## src/rtl/pldmc_pkg.sv

```systemverilog
package pldmc_pkg;
  typedef enum logic [1:0] {
    MODE_REG  = 2'd0,
    MODE_CIO  = 2'd1,
    MODE_COUT = 2'd2,
    MODE_DIN  = 2'd3
  } cell_mode_e;

  typedef enum logic [1:0] {
    FB_REG = 2'd0,
    FB_OWN = 2'd1,
    FB_ADJ = 2'd2
  } fb_src_e;
endpackage

```

## src/rtl/pldmc_decode.sv

```systemverilog
module pldmc_decode
  import pldmc_pkg::*;
(
  input  logic       glb_sync,
  input  logic       glb_cplx,
  input  logic       cell_sel,
  output cell_mode_e mode,
  output logic       skip_first,
  output fb_src_e    fb_src
);
  always_comb begin
    if (glb_sync)      mode = cell_sel ? MODE_CIO : MODE_REG;
    else if (glb_cplx) mode = MODE_CIO;
    else               mode = cell_sel ? MODE_DIN : MODE_COUT;
  end

  always_comb begin
    skip_first = (mode == MODE_CIO);
    unique case (mode)
      MODE_REG: fb_src = FB_REG;
      MODE_CIO: fb_src = FB_OWN;
      default:  fb_src = FB_ADJ;
    endcase
  end
endmodule

```

## src/rtl/pldmc_or.sv

```systemverilog
module pldmc_or #(
  parameter int N_TERMS = 8
) (
  input  logic [N_TERMS-1:0] term_in,
  input  logic [N_TERMS-1:0] term_off,
  input  logic               skip_first,
  output logic               sum,
  output logic               first_live
);
  localparam int FIRST = 0;

  logic [N_TERMS-1:0] live;
  logic [N_TERMS-1:0] data;

  for (genvar i = 0; i < N_TERMS; i++) begin : g_term
    assign live[i] = term_in[i] & ~term_off[i];
    if (i == FIRST) begin : g_first
      assign data[i] = live[i] & ~skip_first;
    end else begin : g_rest
      assign data[i] = live[i];
    end
  end

  assign sum        = |data;
  assign first_live = live[FIRST];
endmodule

```

## src/rtl/pldmc_outreg.sv

```systemverilog
module pldmc_outreg (
  input  logic clk,
  input  logic rst_n,
  input  logic d,
  output logic q
);
  always_ff @(posedge clk or negedge rst_n) begin
    if (!rst_n) q <= 1'b0;
    else        q <= d;
  end

  assert_q_capture_R5: assert property (@(posedge clk) disable iff (!rst_n)
    $past(rst_n) |-> (q == $past(d)));

  assert_q_reset_R1: assert property (@(posedge clk)
    !rst_n |-> (q == 1'b0));
endmodule

```

## src/rtl/pldmc_cell.sv

```systemverilog
module pldmc_cell
  import pldmc_pkg::*;
#(
  parameter int N_TERMS = 8
) (
  input  logic               clk,
  input  logic               rst_n,
  input  logic [N_TERMS-1:0] term_in,
  input  logic [N_TERMS-1:0] term_off,
  input  logic               glb_sync,
  input  logic               glb_cplx,
  input  logic               cell_sel,
  input  logic               cell_xor,
  input  logic               oe_n,
  input  logic               pin_in,
  input  logic               adj_in,
  output logic               pin_out,
  output logic               pin_oe,
  output logic               fb_out
);
  cell_mode_e mode;
  fb_src_e    fb_src;
  logic       skip_first;
  logic       sum;
  logic       first_live;
  logic       pol;
  logic       q;

  pldmc_decode u_dec (
    .glb_sync   (glb_sync),
    .glb_cplx   (glb_cplx),
    .cell_sel   (cell_sel),
    .mode       (mode),
    .skip_first (skip_first),
    .fb_src     (fb_src)
  );

  pldmc_or #(.N_TERMS(N_TERMS)) u_or (
    .term_in    (term_in),
    .term_off   (term_off),
    .skip_first (skip_first),
    .sum        (sum),
    .first_live (first_live)
  );

  assign pol = sum ^ cell_xor;

  pldmc_outreg u_reg (
    .clk   (clk),
    .rst_n (rst_n),
    .d     (pol),
    .q     (q)
  );

  always_comb begin
    unique case (mode)
      MODE_REG: begin pin_oe = ~oe_n;      pin_out = ~q;  end
      MODE_CIO: begin pin_oe = first_live; pin_out = pol; end
      MODE_COUT: begin pin_oe = 1'b1;      pin_out = pol; end
      default:  begin pin_oe = 1'b0;       pin_out = 1'b0; end
    endcase
  end

  always_comb begin
    unique case (fb_src)
      FB_REG:  fb_out = ~q;
      FB_OWN:  fb_out = pin_in;
      default: fb_out = adj_in;
    endcase
  end

  assert_reg_pin_R5: assert property (@(posedge clk) disable iff (!rst_n)
    ($past(rst_n) && mode == MODE_REG) |-> (pin_out == ~$past(pol)));

  assert_reg_oe_R6: assert property (@(posedge clk) disable iff (!rst_n)
    (mode == MODE_REG) |-> (pin_oe == ~oe_n));

  assert_cout_on_R8: assert property (@(posedge clk) disable iff (!rst_n)
    (mode == MODE_COUT) |-> pin_oe);

  assert_din_off_R9: assert property (@(posedge clk) disable iff (!rst_n)
    (mode == MODE_DIN) |-> (!pin_oe && !pin_out));

  assert_cio_fb_R10: assert property (@(posedge clk) disable iff (!rst_n)
    (mode == MODE_CIO) |-> (fb_out == pin_in));

  assert_cio_oe_R7: assert property (@(posedge clk) disable iff (!rst_n)
    (mode == MODE_CIO && term_off[0]) |-> !pin_oe);
endmodule

```

## config.mk

```make
export PLATFORM = sky130hd
export DESIGN_NAME = pldmc_cell
export DESIGN_NICKNAME = d
export VERILOG_FILES = /design/src/rtl/pldmc_pkg.sv /design/src/rtl/pldmc_decode.sv /design/src/rtl/pldmc_or.sv /design/src/rtl/pldmc_outreg.sv /design/src/rtl/pldmc_cell.sv
export SDC_FILE = /design/constraint.sdc
export NUM_CORES = 1
export LEC_CHECK = 0
export ABC_AREA = 1
export BUFFER_PORTS_ARGS = -buffer_cell sky130_fd_sc_hd__buf_2
export CORE_AREA = 2 2 39 41
export DETAILED_ROUTE_END_ITERATION = 7
export DIE_AREA = 0 0 41 43
export SLEW_MARGIN = 15
export SYNTH_ARGS = -nofsm -noshare
export SYNTH_HDL_FRONTEND = slang
export SYNTH_SLANG_ARGS = --single-unit
```

## constraint.sdc

```tcl
create_clock -name clk -period 0.8 [get_ports clk]
set_input_delay 0 -clock clk [delete_from_list [all_inputs] [get_ports clk]]
set_output_delay 0 -clock clk [all_outputs]
set_load 0.02 [all_outputs]
```

==> results.sh <==
export IMPL_crit_path_top_delay_cell="dfrtp_1"
export IMPL_finalSetupViolCount=0
export IMPL_die_w_um=41
export IMPL_design_final_nets=101
export IMPL_postCtsSetupRepairBufs=0
export IMPL_detailedPlace_worstSlack_ns=-0.0177
export IMPL_pin_count=28
export IMPL_grt_start_max_net_pins=4
export IMPL_yosys_area_top_type_share=0.258
export IMPL_dr_total_vias=367
export IMPL_max_slew_worst_pin_slew_ns=0.191
export IMPL_drt_drc_violations_left=0
export IMPL_detail_route_antenna_nets=0
export IMPL_synthTopCellsByCount="nand2_1, inv_1, nand2_2, nand3_1, nor2_4"
export IMPL_yosys_cell_count_top_type="nand2_1"
export IMPL_cp_cell_sequence="or2_4 > nand3_2 > buf_6"
export IMPL_layout_filler_cells=164
export IMPL_synth_seq_cells=1
export IMPL_post_drt_via_cell_ratio=4.08
export IMPL_clock_fmax_mhz=1310
export IMPL_outcome="complete, no violations"
export IMPL_swShare=0.405
export IMPL_placement_io_buffers=27
export IMPL_postSynthCellCount=46
export IMPL_die_h_um=43
export IMPL_worst_endpoint_required_ns=0.80
export IMPL_synthesis_nets=71
export IMPL_first_pass_drt_iterations=3
export IMPL_slowest_delay_ns=0.33
export IMPL_top_register="u_reg.q"
export IMPL_dieArea_um2=1760
export IMPL_ys_async_sr_fraction=1.00
export IMPL_yosys_cell_types_count=12
export IMPL_grt_ovf=0
export IMPL_synth_edf_count=0
export IMPL_power_combinational_fraction=0.827
export IMPL_place_congestion=0.683
export IMPL_total_power_uw=331
export IMPL_synth_top_cell_by_area="nand2_1"
export IMPL_cell_class_contributing_the_biggest_share_of_worst_path_delay="flip-flops"
export IMPL_slew_violations=0
export IMPL_leakage_power_nw=0.312
export IMPL_seq_power_share=0.173
export IMPL_worstSetupPathType="register to output port"
export IMPL_floorplan_core_area_um2=1380
export IMPL_fin_hold_ws_ns=0.295
export IMPL_layout_drive_gt1_share=0.743
export IMPL_worst_setup_path_end_kind="output port"
export IMPL_floorplan_rows=14
export IMPL_post_synth_instance_area_um2=248
export IMPL_hold_viol=0
export IMPL_post_route_util=0.370
export IMPL_initial_core_util=0.179
export IMPL_hpwl_um=558
export IMPL_peakVddDrop_mv=0.302
export IMPL_share_clk_of_total_power=0
export IMPL_globalRouteTotalUtil=0.0811
export IMPL_cts_reportedPaths_clkPinSlew_ns=0
export IMPL_worst_endpoint_arrival_ns=0.76
export IMPL_area_growth_synth_to_final_pct=107
export IMPL_worst_hold_class="input port to output port"
export IMPL_min_period_ns=0.762
export IMPL_grt_first_pass_wirelength_um=1080
export IMPL_routed_wirelength_um=709
export IMPL_worst_slack_ns=0.0375
export IMPL_grt_pass1_vias=291
export IMPL_yosys_warns=0
export IMPL_largest_register_ffs=1
export IMPL_post_drt_wl_per_cell_um=7.88
export IMPL_diodes=0
export IMPL_fin_setup_tns_ns=0
export IMPL_syn_area_per_cell_um2=5.39
export IMPL_registers_with_the_most_flip_flops="u_reg.q: 1 flops"
export IMPL_rsz0062_at_grt="true"
export IMPL_sequential_cell_area_fraction_in_the_yosys_report=0.101
export IMPL_cp_max_fo=2
export IMPL_dominantRegCellSynth="dfrtp_1"
export IMPL_internal_dissipation_uw=197
export IMPL_total_switching_power_uw=134
export IMPL_antenna_found_initial=0
export IMPL_post_route_period_util=0.953
export IMPL_maxCapViolations=0
export IMPL_critical_path_startpoint_category="register"
export IMPL_synth_top_cells_by_area="nand2_1, inv_1, dfrtp_1"
export IMPL_relSlewSlack=0.872
export IMPL_power_per_cell_area_nw_per_um2=646
export IMPL_dr_first_iter_drc_count=4
export IMPL_cp_buffers_inverters=1
## logic make-up after synthesis
kind of cell	after synthesis	synth area share
buf+inv	14	0.212
simple gates	30	0.657
flops	1	0.101
compound gates	1	0.0303
## metrics by stage
| stage | std cells | instance area, µm² |
|---|---|---|
| 3_3_place_gp | 89 | 403 |
| 6_report | 90 | 512 |
| 4_1_cts | 90 | 415 |
| 5_1_grt | 90 | 512 |
| 3_5_place_dp | 89 | 403 |
| 2_1_floorplan | 46 | 248 |
## routing by layer
layer,up-vias,GRT usage,share of wire
met5,-,0,0
li1,187,-,-
met1,165,0.111,0.32
met3,0,0,0.079
met2,15,0.144,0.60
met4,0,0,0
## power groups by stage
stage	logic [mW]	clock network (mW)	registers [mW]
after floorplan	0.113	0	0.0566
after global placement	0.194	0	0.0567
after detailed placement	0.198	0	0.0569
after CTS	0.206	0	0.0569
after global routing	0.302	0	0.0574
final	0.273	0	0.0572
## path summary, 6_finish.rpt
kind | start | end | slack (ns) | cells past startpoint
max in group asynchronous | rst_n | u_reg.q | 0.40 | 2
hold / removal | pin_in | fb_out | 0.29 | 4
setup / recovery | u_reg.q | fb_out | 0.04 | 3
min in group asynchronous | rst_n | u_reg.q | 0.32 | 2
## placed cells by master, fill, tap and decap left out, drive strengths merged
| cell | n |
|---|---|
| nor2 | 4 |
| inv | 14 |
| or2 | 1 |
| nand2 | 20 |
| dlygate4sd3 | 1 |
| and2 | 1 |
| buf | 27 |
| nand4 | 1 |
| o211ai | 1 |
| dfrtp | 1 |
| nand3 | 3 |
## repair_timing
item,4_1_cts,5_1_grt
endpoints found under the setup margin,2,3
hold buffers,1,0
hold endpoints to repair,1,0
resized for setup,1,32
pin swaps,0,17
## final cells by class
class | count | area, µm² | area share
multi-input cells | 31 | 225 | 0.440
repair buffers | 28 | 189 | 0.369
well taps | 16 | 20.0 | 0.0391
flip-flops and latches | 1 | 25.0 | 0.0489
inverters | 14 | 52.6 | 0.103
(Power assumes the default switching activity.)
